==> config.mk <==
export PLATFORM = sky130hd
export DESIGN_NAME = ecc_fix_engine
export DESIGN_NICKNAME = d
export VERILOG_FILES = /design/src/rtl/ecc_fix_pkg.sv /design/src/rtl/ecc_fix_screen.sv /design/src/rtl/ecc_fix_slot.sv /design/src/rtl/ecc_fix_timer.sv /design/src/rtl/ecc_fix_engine.sv
export SDC_FILE = /design/constraint.sdc
export NUM_CORES = 1
export LEC_CHECK = 0
export CORE_AREA = 2 2 145 147
export DETAILED_ROUTE_END_ITERATION = 16
export DIE_AREA = 0 0 147 149
export PLACE_DENSITY = 0.55
export SLEW_MARGIN = 20
export SYNTH_ARGS = -nofsm -noshare
export SYNTH_HDL_FRONTEND = slang
export SYNTH_SLANG_ARGS = --single-unit
==> constraint.sdc <==
create_clock -name clk -period 2.3 [get_ports clk]
set_input_delay 0.345 -clock clk [delete_from_list [all_inputs] [get_ports clk]]
set_output_delay 0.345 -clock clk [all_outputs]
set_load 0.01 [all_outputs]
==> src/rtl/ecc_fix_pkg.sv <==
package ecc_fix_pkg;

    localparam int LOC_W      = 4;
    localparam int NERR_W     = 2;
    localparam int MAX_ERRS   = 4;
    localparam int CNT_W      = 3;
    localparam int REG_W      = 32;
    localparam int HALF_W     = 16;
    localparam int VAL_W      = 8;

    localparam logic [LOC_W-1:0] LOC_NO_ERROR  = 4'd0;
    localparam logic [LOC_W-1:0] LOC_TOO_MANY  = 4'd1;
    localparam logic [LOC_W-1:0] LOC_BUSY_MIN  = 4'd4;

    typedef enum logic [2:0] {
        ST_IDLE,
        ST_LAUNCH,
        ST_WAIT_BUSY,
        ST_WAIT_DONE,
        ST_READ,
        ST_WRITE,
        ST_FINISH
    } fix_state_e;

    typedef struct packed {
        fix_state_e        st;
        logic [NERR_W-1:0] idx;
        logic [NERR_W-1:0] last;
        logic [CNT_W-1:0]  count;
        logic              fail;
        logic              tmo;
    } fix_regs_t;

endpackage

==> src/rtl/ecc_fix_screen.sv <==
module ecc_fix_screen #(
    parameter int ECC_BYTES = 10,
    parameter int SYN_WORDS = 4,
    parameter int SYN_BITS  = 32
) (
    input  logic [ECC_BYTES*8-1:0]        ecc_code,
    input  logic [SYN_WORDS*SYN_BITS-1:0] syndrome,
    output logic                          erased,
    output logic                          clean
);

    logic [ECC_BYTES-1:0] byte_blank;
    logic [SYN_WORDS-1:0] word_zero;

    // one comparator per stored check byte
    for (genvar b = 0; b < ECC_BYTES; b++) begin : g_byte
        assign byte_blank[b] = (ecc_code[b*8 +: 8] == 8'hFF);
    end

    // one zero detector per syndrome word
    for (genvar w = 0; w < SYN_WORDS; w++) begin : g_word
        assign word_zero[w] = (syndrome[w*SYN_BITS +: SYN_BITS] == '0);
    end

    assign erased = &byte_blank;
    assign clean  = &word_zero;

endmodule

==> src/rtl/ecc_fix_slot.sv <==
module ecc_fix_slot
    import ecc_fix_pkg::*;
#(
    parameter int SECTOR_BYTES = 512,
    parameter int ADDR_BIAS    = 7,
    parameter int RAW_BITS     = 10,
    localparam int AW          = $clog2(SECTOR_BYTES)
) (
    input  logic [NERR_W-1:0] idx,
    input  logic [REG_W-1:0]  addr_pair0,
    input  logic [REG_W-1:0]  addr_pair1,
    input  logic [REG_W-1:0]  val_pair0,
    input  logic [REG_W-1:0]  val_pair1,
    output logic [AW-1:0]     index,
    output logic [VAL_W-1:0]  value,
    output logic              in_range
);

    localparam int TOP_INDEX = SECTOR_BYTES + ADDR_BIAS;

    logic [REG_W-1:0]    addr_pair;
    logic [REG_W-1:0]    val_pair;
    logic [HALF_W-1:0]   addr_half;
    logic [HALF_W-1:0]   val_half;
    logic [RAW_BITS-1:0] raw;
    int                  pos;
    logic                unused_bits;

    // entries 0,1 live in pair 0; entries 2,3 in pair 1; odd entries high half
    always_comb begin
        addr_pair = idx[1] ? addr_pair1 : addr_pair0;
        val_pair  = idx[1] ? val_pair1  : val_pair0;
        addr_half = idx[0] ? addr_pair[REG_W-1:HALF_W] : addr_pair[HALF_W-1:0];
        val_half  = idx[0] ? val_pair[REG_W-1:HALF_W]  : val_pair[HALF_W-1:0];
        raw       = addr_half[RAW_BITS-1:0];
        value     = val_half[VAL_W-1:0];
    end

    // end-relative address to buffer index; negative or past-end lands outside
    always_comb begin
        pos      = TOP_INDEX - int'(raw);
        in_range = (pos >= 0) && (pos < SECTOR_BYTES);
        index    = AW'(pos);
    end

    assign unused_bits = ^{addr_half[HALF_W-1:RAW_BITS], val_half[HALF_W-1:VAL_W]};

endmodule

==> src/rtl/ecc_fix_timer.sv <==
module ecc_fix_timer #(
    parameter int LIMIT = 4096,
    localparam int CW   = (LIMIT > 1) ? $clog2(LIMIT) : 1
) (
    input  logic clk,
    input  logic rst_n,
    input  logic clear,
    input  logic run,
    output logic expired
);

    logic [CW-1:0] cnt_d, cnt_q;

    assign expired = run && (cnt_q == CW'(LIMIT - 1));

    always_comb begin
        cnt_d = cnt_q;
        if (clear) begin
            cnt_d = '0;
        end else if (run && !expired) begin
            cnt_d = cnt_q + 1'b1;
        end
    end

    always_ff @(posedge clk or negedge rst_n) begin
        if (!rst_n) begin
            cnt_q <= '0;
        end else begin
            cnt_q <= cnt_d;
        end
    end

endmodule

==> src/rtl/ecc_fix_engine.sv <==
module ecc_fix_engine
    import ecc_fix_pkg::*;
#(
    parameter int SECTOR_BYTES   = 512,
    parameter int ADDR_BIAS      = 7,
    parameter int RAW_BITS       = 10,
    parameter int ECC_BYTES      = 10,
    parameter int SYN_WORDS      = 4,
    parameter int SYN_BITS       = 32,
    parameter int TIMEOUT_CYCLES = 4096,
    localparam int AW            = $clog2(SECTOR_BYTES)
) (
    input  logic                          clk,
    input  logic                          rst_n,
    input  logic                          start,
    input  logic [ECC_BYTES*8-1:0]        ecc_code,
    input  logic [SYN_WORDS*SYN_BITS-1:0] syndrome,
    input  logic [LOC_W-1:0]              loc_state,
    input  logic [NERR_W-1:0]             loc_nerr,
    input  logic [REG_W-1:0]              err_addr0,
    input  logic [REG_W-1:0]              err_addr1,
    input  logic [REG_W-1:0]              err_val0,
    input  logic [REG_W-1:0]              err_val1,
    input  logic [VAL_W-1:0]              buf_rdata,
    output logic                          loc_go,
    output logic [AW-1:0]                 buf_addr,
    output logic                          buf_rd_en,
    output logic                          buf_wr_en,
    output logic [VAL_W-1:0]              buf_wdata,
    output logic                          done,
    output logic [CNT_W-1:0]              fix_count,
    output logic                          uncorrectable,
    output logic                          timed_out
);

    fix_regs_t         r_d, r_q;
    logic              erased, clean;
    logic [AW-1:0]     slot_index;
    logic [VAL_W-1:0]  slot_value;
    logic              slot_ok;
    logic              tmr_clear, tmr_run, tmr_expired;

    ecc_fix_screen #(
        .ECC_BYTES (ECC_BYTES),
        .SYN_WORDS (SYN_WORDS),
        .SYN_BITS  (SYN_BITS)
    ) u_screen (
        .ecc_code (ecc_code),
        .syndrome (syndrome),
        .erased   (erased),
        .clean    (clean)
    );

    ecc_fix_slot #(
        .SECTOR_BYTES (SECTOR_BYTES),
        .ADDR_BIAS    (ADDR_BIAS),
        .RAW_BITS     (RAW_BITS)
    ) u_slot (
        .idx        (r_q.idx),
        .addr_pair0 (err_addr0),
        .addr_pair1 (err_addr1),
        .val_pair0  (err_val0),
        .val_pair1  (err_val1),
        .index      (slot_index),
        .value      (slot_value),
        .in_range   (slot_ok)
    );

    ecc_fix_timer #(
        .LIMIT (TIMEOUT_CYCLES)
    ) u_timer (
        .clk     (clk),
        .rst_n   (rst_n),
        .clear   (tmr_clear),
        .run     (tmr_run),
        .expired (tmr_expired)
    );

    // step to the next entry or close the job after the last one
    function automatic fix_regs_t advance(input fix_regs_t cur);
        fix_regs_t nxt;
        nxt = cur;
        if (cur.idx == cur.last) begin
            nxt.st = ST_FINISH;
        end else begin
            nxt.idx = cur.idx + 1'b1;
            nxt.st  = ST_READ;
        end
        return nxt;
    endfunction

    always_comb begin
        r_d       = r_q;
        loc_go    = 1'b0;
        buf_rd_en = 1'b0;
        buf_wr_en = 1'b0;
        tmr_clear = 1'b0;
        tmr_run   = 1'b0;
        buf_addr  = slot_index;
        buf_wdata = buf_rdata ^ slot_value;

        case (r_q.st)
            ST_IDLE: begin
                if (start) begin
                    r_d.count = '0;
                    r_d.fail  = 1'b0;
                    r_d.tmo   = 1'b0;
                    r_d.idx   = '0;
                    r_d.last  = '0;
                    if (erased || clean) begin
                        r_d.st = ST_FINISH;
                    end else begin
                        r_d.st = ST_LAUNCH;
                    end
                end
            end

            ST_LAUNCH: begin
                loc_go    = 1'b1;
                tmr_clear = 1'b1;
                r_d.st    = ST_WAIT_BUSY;
            end

            // phase one: a stale "complete" code may still be showing
            ST_WAIT_BUSY: begin
                tmr_run = 1'b1;
                if (tmr_expired) begin
                    r_d.fail = 1'b1;
                    r_d.tmo  = 1'b1;
                    r_d.st   = ST_FINISH;
                end else if (loc_state >= LOC_BUSY_MIN) begin
                    r_d.st = ST_WAIT_DONE;
                end
            end

            // phase two: the first code below the busy range is the verdict
            ST_WAIT_DONE: begin
                tmr_run = 1'b1;
                if (tmr_expired) begin
                    r_d.fail = 1'b1;
                    r_d.tmo  = 1'b1;
                    r_d.st   = ST_FINISH;
                end else if (loc_state == LOC_NO_ERROR) begin
                    r_d.st = ST_FINISH;
                end else if (loc_state == LOC_TOO_MANY) begin
                    r_d.fail = 1'b1;
                    r_d.st   = ST_FINISH;
                end else if (loc_state < LOC_BUSY_MIN) begin
                    r_d.last = loc_nerr;
                    r_d.idx  = '0;
                    r_d.st   = ST_READ;
                end
            end

            ST_READ: begin
                if (slot_ok) begin
                    buf_rd_en = 1'b1;
                    r_d.st    = ST_WRITE;
                end else begin
                    r_d = advance(r_q);
                end
            end

            ST_WRITE: begin
                buf_wr_en = 1'b1;
                r_d       = advance(r_q);
                r_d.count = r_q.count + 1'b1;
            end

            ST_FINISH: begin
                r_d.st = ST_IDLE;
            end

            default: begin
                r_d.st = ST_IDLE;
            end
        endcase
    end

    always_ff @(posedge clk or negedge rst_n) begin
        if (!rst_n) begin
            r_q <= '{st: ST_IDLE, idx: '0, last: '0, count: '0, fail: 1'b0, tmo: 1'b0};
        end else begin
            r_q <= r_d;
        end
    end

    assign done          = (r_q.st == ST_FINISH);
    assign fix_count     = r_q.count;
    assign uncorrectable = r_q.fail;
    assign timed_out     = r_q.tmo;

endmodule

Word level (Yosys, flattened, before mapping)
Index checks and enable logic that the tools add are counted.
W data, S select, Z words.

storage, ports and cells
  output and inout port bits = 26
  bits of input ports = 353
  flip-flop bits (word level) = 24
  word-level logic and storage cells = 109

operators by class
  order comparisons = 4
  equality and inequality tests = 31
  bitwise gates (word level) = 3
  reduce and logical (&&, ||, !) cells = 25
  muxes and demuxes = 35
  add/sub/neg operators = 4

operator list
  kind                      number
  $logic_not A32 Y1         4
  $eq A8 B8 Y1 const B      10
  $mux W12                  3
  $ge A32 B1 Y1 const B     1
  $lt A32 B11 Y1 const B    1
  $mux W26                  1
  $mux W24                  1
  $mux W3                   6
  $pmux W3 S6               1
  $pmux W4 S4               1
  $add A12 B1 Y12 const B   1
  $eq A12 B12 Y1 const B    1
  $mux W4                   3
  $ne A2 B2 Y1 const B      6
  $sub A10 B10 Y11 const A  1
  $mux W10                  1
  $reduce_and A10 Y1        1
  $eq A3 B3 Y1 const B      3
  $mux W1                   9
  $mux W9                   1
  $ne A3 B2 Y1 const B      3
  $pmux W3 S3               1
  $mux W2                   4
  $mux W8                   1
  other kinds (29)          37

Longest topological paths before layout
  word-level depth = 8
  gate-level depth with buffers = 9
  depth with buffers taken out = 8

Modules after synthesis
From an unflattened synthesis, not the netlist that was laid out.

unflattened totals
  cells, all modules = 295
  area, all modules = 2642.5 um2

by module, submodules not included
  module          times used  area an instance (um2)  cells an instance  sequential area each (um2)
  ecc_fix_engine  1           928.4                   112                300.3
  ecc_fix_timer   1           710.7                   72                 300.3
  ecc_fix_slot    1           560.5                   41                 0.0
  ecc_fix_screen  1           442.9                   70                 0.0

Worst setup path after synthesis
OpenSTA, ideal clock, no wires.

  path type = reg-to-reg
  from = register r_q[8] (netlist bit)
  to = register r_q[8] (netlist bit)
  setup time = 0.124 ns
  buffers on the path = 1
  arrival time = 2.401 ns
  setup slack = -0.225 ns
  clock period less this slack = 2.525 ns
  data required time = 2.176 ns
  cell stages (with the launch flop) = 10
  cell sequence = dfrtp_1 > buf_6 > mux4_2 > inv_1 > ha_1 > nor3b_4 > a211o_2 > nand4_1 > a22o_1 > a211o_1

between the ends
  longest elaborated chain between the ends = 7
  elaborated cells on any way between the ends = 13
  classes of those cells = add/sub (2); order compare (2); eq/ne (2); mux (5); reduce/logical (2)

RTL lines
  what                                             RTL line               RTL
  start, declared                                  ecc_fix_engine.sv:36   fix_regs_t r_d, r_q;
  start signal, assigned                           ecc_fix_engine.sv:182  r_q <= '{st: ST_IDLE, idx: '0, last: '0, count: '0, fail: 1'b0, tmo: 1'b0};
  start signal, assigned                           ecc_fix_engine.sv:184  r_q <= r_d;
  $mux W26 (*)                                     ecc_fix_slot.sv:31     addr_pair = idx[1] ? addr_pair1 : addr_pair0;
  $mux W10 (*)                                     ecc_fix_slot.sv:33     addr_half = idx[0] ? addr_pair[REG_W-1:HALF_W] : addr_pair[HALF_W-1:0];
  $sub A10 B10 Y11 (*)                             ecc_fix_slot.sv:41     pos = TOP_INDEX - int'(raw);
  via buf_addr[3]                                  ecc_fix_engine.sv:26   output logic [AW-1:0] buf_addr,
  $ge A32 B1 Y1 or $lt A32 B11 Y1 (tied branches)  ecc_fix_slot.sv:42     in_range = (pos >= 0) && (pos < SECTOR_BYTES);
  $logic_and A1 B1 Y1 (*)                          ecc_fix_slot.sv:42
  $ne A2 B2 Y1 (no line) (*)                       --
  $reduce_and A7 Y1 (no line) (*)                  --

Mark *: on every way through the listed nets, which the timed path passes. The rest lies on a longest branch. The select of a mux whose other input is x is not followed.
A chain may end at the register's enable or synchronous reset.

Worst setup path in the final report
  from = input port err_addr1[20]
  to = output port buf_rd_en

between the ends
  longest elaborated chain between the ends = 7
  elaborated cells on any way between the ends = 8
  classes of those cells = add/sub (1); order compare (2); mux (4); reduce/logical (1)

RTL lines
  what                                             RTL line               RTL
  start, declared                                  ecc_fix_engine.sv:21   input logic [REG_W-1:0] err_addr1,
  $mux W26 (*)                                     ecc_fix_slot.sv:31
  $mux W10 (*)                                     ecc_fix_slot.sv:33
  $sub A10 B10 Y11 (*)                             ecc_fix_slot.sv:41
  $ge A32 B1 Y1 or $lt A32 B11 Y1 (tied branches)  ecc_fix_slot.sv:42
  $logic_and A1 B1 Y1 (*)                          ecc_fix_slot.sv:42
  $mux W1 (*)                                      ecc_fix_engine.sv:156  if (slot_ok) begin
  $mux W1 (*)                                      ecc_fix_engine.sv:102  case (r_q.st)
  end, declared                                    ecc_fix_engine.sv:27   output logic buf_rd_en,

Mark *: on every way between the ends. The rest lies on a longest branch, timed or not.

==> run metrics <==
status complete, but fails checks; failing checks negative setup slack; clock share of power about an eighth; critical path fanouts, max 3; P per Cell Area 593 nW/um^2; RR Endpoint r_q[8]; diode count 0; worst r2r path cells 11; Leak roughly 0.0024 uW; Peak supply drop 383 uV; simple-gate share of the synthesized area roughly 35%; Compound-Gate Fraction of Synth Area approximately a tenth; # hold bufs at CTS 0; area leader, netlist dfrtp_1; DR DRC count 0; post-synthesis sequential area ratio around a quarter; maxcap violations 0; Metal-1 WL approximately 5.4 mm; wire length per cell between 15 and 20 um; Area contributors post-synth dfrtp_1 (24%), mux4_2 (15%), nor4_1 (10%); Root Buffer clkbuf_16; syn_nets ~630; Port Buffers about 320; top-count cell post-synth nor4_1; flops & latches, synth 24; die area around 22000 sq um; gpl congestion approximately 0.8; global-route wire length before repair 21.5 mm; PnR worst setup slack -0.252 ns; RSZ-0062 raised after global routing yes; required time of the critical path around 2 ns; setup violators final 13; Starting DRT DRC Count a little under 90; HP Class input port to asynchronous set/reset pin; Final #Nets 996; routed vias between 3k and 4k; combinational power share between 70% and 80%; Tot GR Track Use 12.6%; dpl ws -0.860 ns; Hold Violations, Final 0; Total Power roughly 3900 uW; ys async rst share between 90% and 100%; FMAX ~400 MHz; IO Count between 300 and 400; initial antenna violation count 4; clock latency on the worst-skew pair approximately 0.26 ns; antenna-violating nets left 0; cts bufs inserted 3; Mapped Cells ~280; CTS tree built; r2r setup slk -0.16 ns; post-layout min period about 2.6 ns; switch share 37.0%; Critical Path Start err_addr1[20]; met2 wire length 7.43 mm; synth unique cells 47; Worst-Margin Slew 0.434 ns; Post-Syn Area 2480 sq um; mux cell area share after synthesis roughly 16%; Top FF cell, synth dfrtp_1; WL final about 14 mm; largest family of logic cells by synthesized area simple AND/OR/NAND/NOR gates; internal power about 2400 uW; FILL cells 2160; proportion of layout cells with a drive suffix above 1 18.3%; DRT Pass-1 Iters 4; top layer used by detailed routing met5; final period utilization 111%; switching pwr 1440 uW; Initial Util 12.1%; die width around 150 um; std cell rows between 50 and 60; H-tree depth 1; synth warn 0; Worst-path clk slew 0.07 ns; DR vias/cell around 4.1; GRT Residual Overflow 0; Synth top area share about 24%; vias in the first global route approximately 4k; Met3 Routed Length around 1.6 mm; critical path arrival 2.21 ns; kind of critical path input port to output pin; crit path capture type output pin; post-synthesis adder-cell area fraction roughly 1.5%; synth cell count leaders nor4_1 (41), nand4_1 (32), nor2_1 (26); Clock Skew between 0.007 and 0.008 ns; Avg Cell Area, Syn between 8 and 9 sq um; core area ~21000 sq um; Flop pwr share between 10% and 20%; CP Launch Type input port; Clock Sinks 24; Slew headroom between 70% and 80%; Final Max Slew Viols 0; largest net degree at the start of global routing 25; Area Growth Syn to Fin 164%; die height roughly 150 um; EDFF count, synth 0; DP HPWL about 13 mm; r2r startpoint r_q[8]; Clock Tree Buf Depth 2; post-synthesis xor/xnor area fraction about 9%
## through the flow
stage / TNS, ns / instances / utilization (%) / cell area [sq um] / hold WS [ns]
4_1_cts: -1.55 / 913 / 31.3 / 6440 / 0.459
3_5_place_dp: -6.91 / 899 / 30.5 / 6260 / 0.524
3_3_place_gp: -6.92 / 899 / 30.5 / 6260 / 0.514
5_1_grt: -2.77 / 914 / 31.9 / 6550 / 0.486
2_1_floorplan: -0.340 / 278 / - / 2490 / 0.0494
6_report: -1.41 / 914 / 31.9 / 6550 / 0.447
## cell type report
| class | instances | area (sq um) | area share, % |
|---|---|---|---|
| clock buffer | 3 | 75.1 | 1.15 |
| clock inverter | 1 | 30.0 | 0.459 |
| inverter | 8 | 30.0 | 0.459 |
| multi-input combinational | 234 | 1920 | 29.3 |
| sequential | 24 | 602 | 9.19 |
| tap | 275 | 344 | 5.25 |
| timing repair buffer | 369 | 3550 | 54.2 |
## worst max path at each step
stage                end  slack, ns  cells past startpoint
2_1_floorplan     r_q[8]      -0.16                      9
3_3_place_gp   buf_rd_en      -0.83                      8
3_5_place_dp   buf_rd_en      -0.86                      8
4_1_cts        buf_rd_en      -0.29                      7
5_1_grt        buf_rd_en      -0.37                      7
6_report       buf_rd_en      -0.25                      8
## power groups by stage
stage / Sequential [uW] / Clock [uW] / Combinational [uW]
floorplan: 644 / 0 / 1270
global placement: 658 / 0 / 2680
detailed placement: 659 / 0 / 2680
CTS: 653 / 518 / 2700
global route: 671 / 533 / 2970
finish: 649 / 500 / 2730
## logic make-up after synthesis
kind of cell             after synthesis
AND/OR/NAND/NOR                      152
AO/OA/AOI/OAI                         36
multiplexers                          18
buffers and inverters                 20
XOR/XNOR                              25
flip-flops                            24
adder cells (fa/ha/maj)                3
## routing by layer
layer	up-vias	GRT usage [%]
li1	1833	-
met1	1699	14.1
met2	229	24.1
met3	8	3.85
met4	6	1.25
met5	-	0
## layout by cell type (no fill, tap or decap), drive strengths merged, types with 8 or more instances in the layout
master,Yosys,final
buf,9,62
nand3,11,11
xor2,15,15
xnor2,10,10
clkdlybuf4s50,0,301
a21oi,9,9
mux4,18,18
nand2,18,18
nor2,26,26
nand4,32,32
dfrtp,24,24
nor4,41,41
inv,8,8
## state kept, by name (all words and copies together), names as in the netlist
register and flops:
timed_out 1, uncorrectable 1, fix_count 3, r_q 7
u_timer.cnt_q 12
## repair_timing
item / in CTS / in global routing
pin swaps: 8 / 13
gates resized for setup: 66 / 42
buffers inserted: 10 / 8
setup endpoints to repair: 22 / 19
gates cloned: 0 / 0
## critical path: stages
cell	delay [ns]
clkdlybuf4s50_1	0.40
mux4_2	0.52
inv_2	0.09
ha_4	0.13
nor3b_4	0.20
nand4_1	0.17
a21boi_2	0.19
buf_2	0.16
Power figures use the tool's default switching activity.
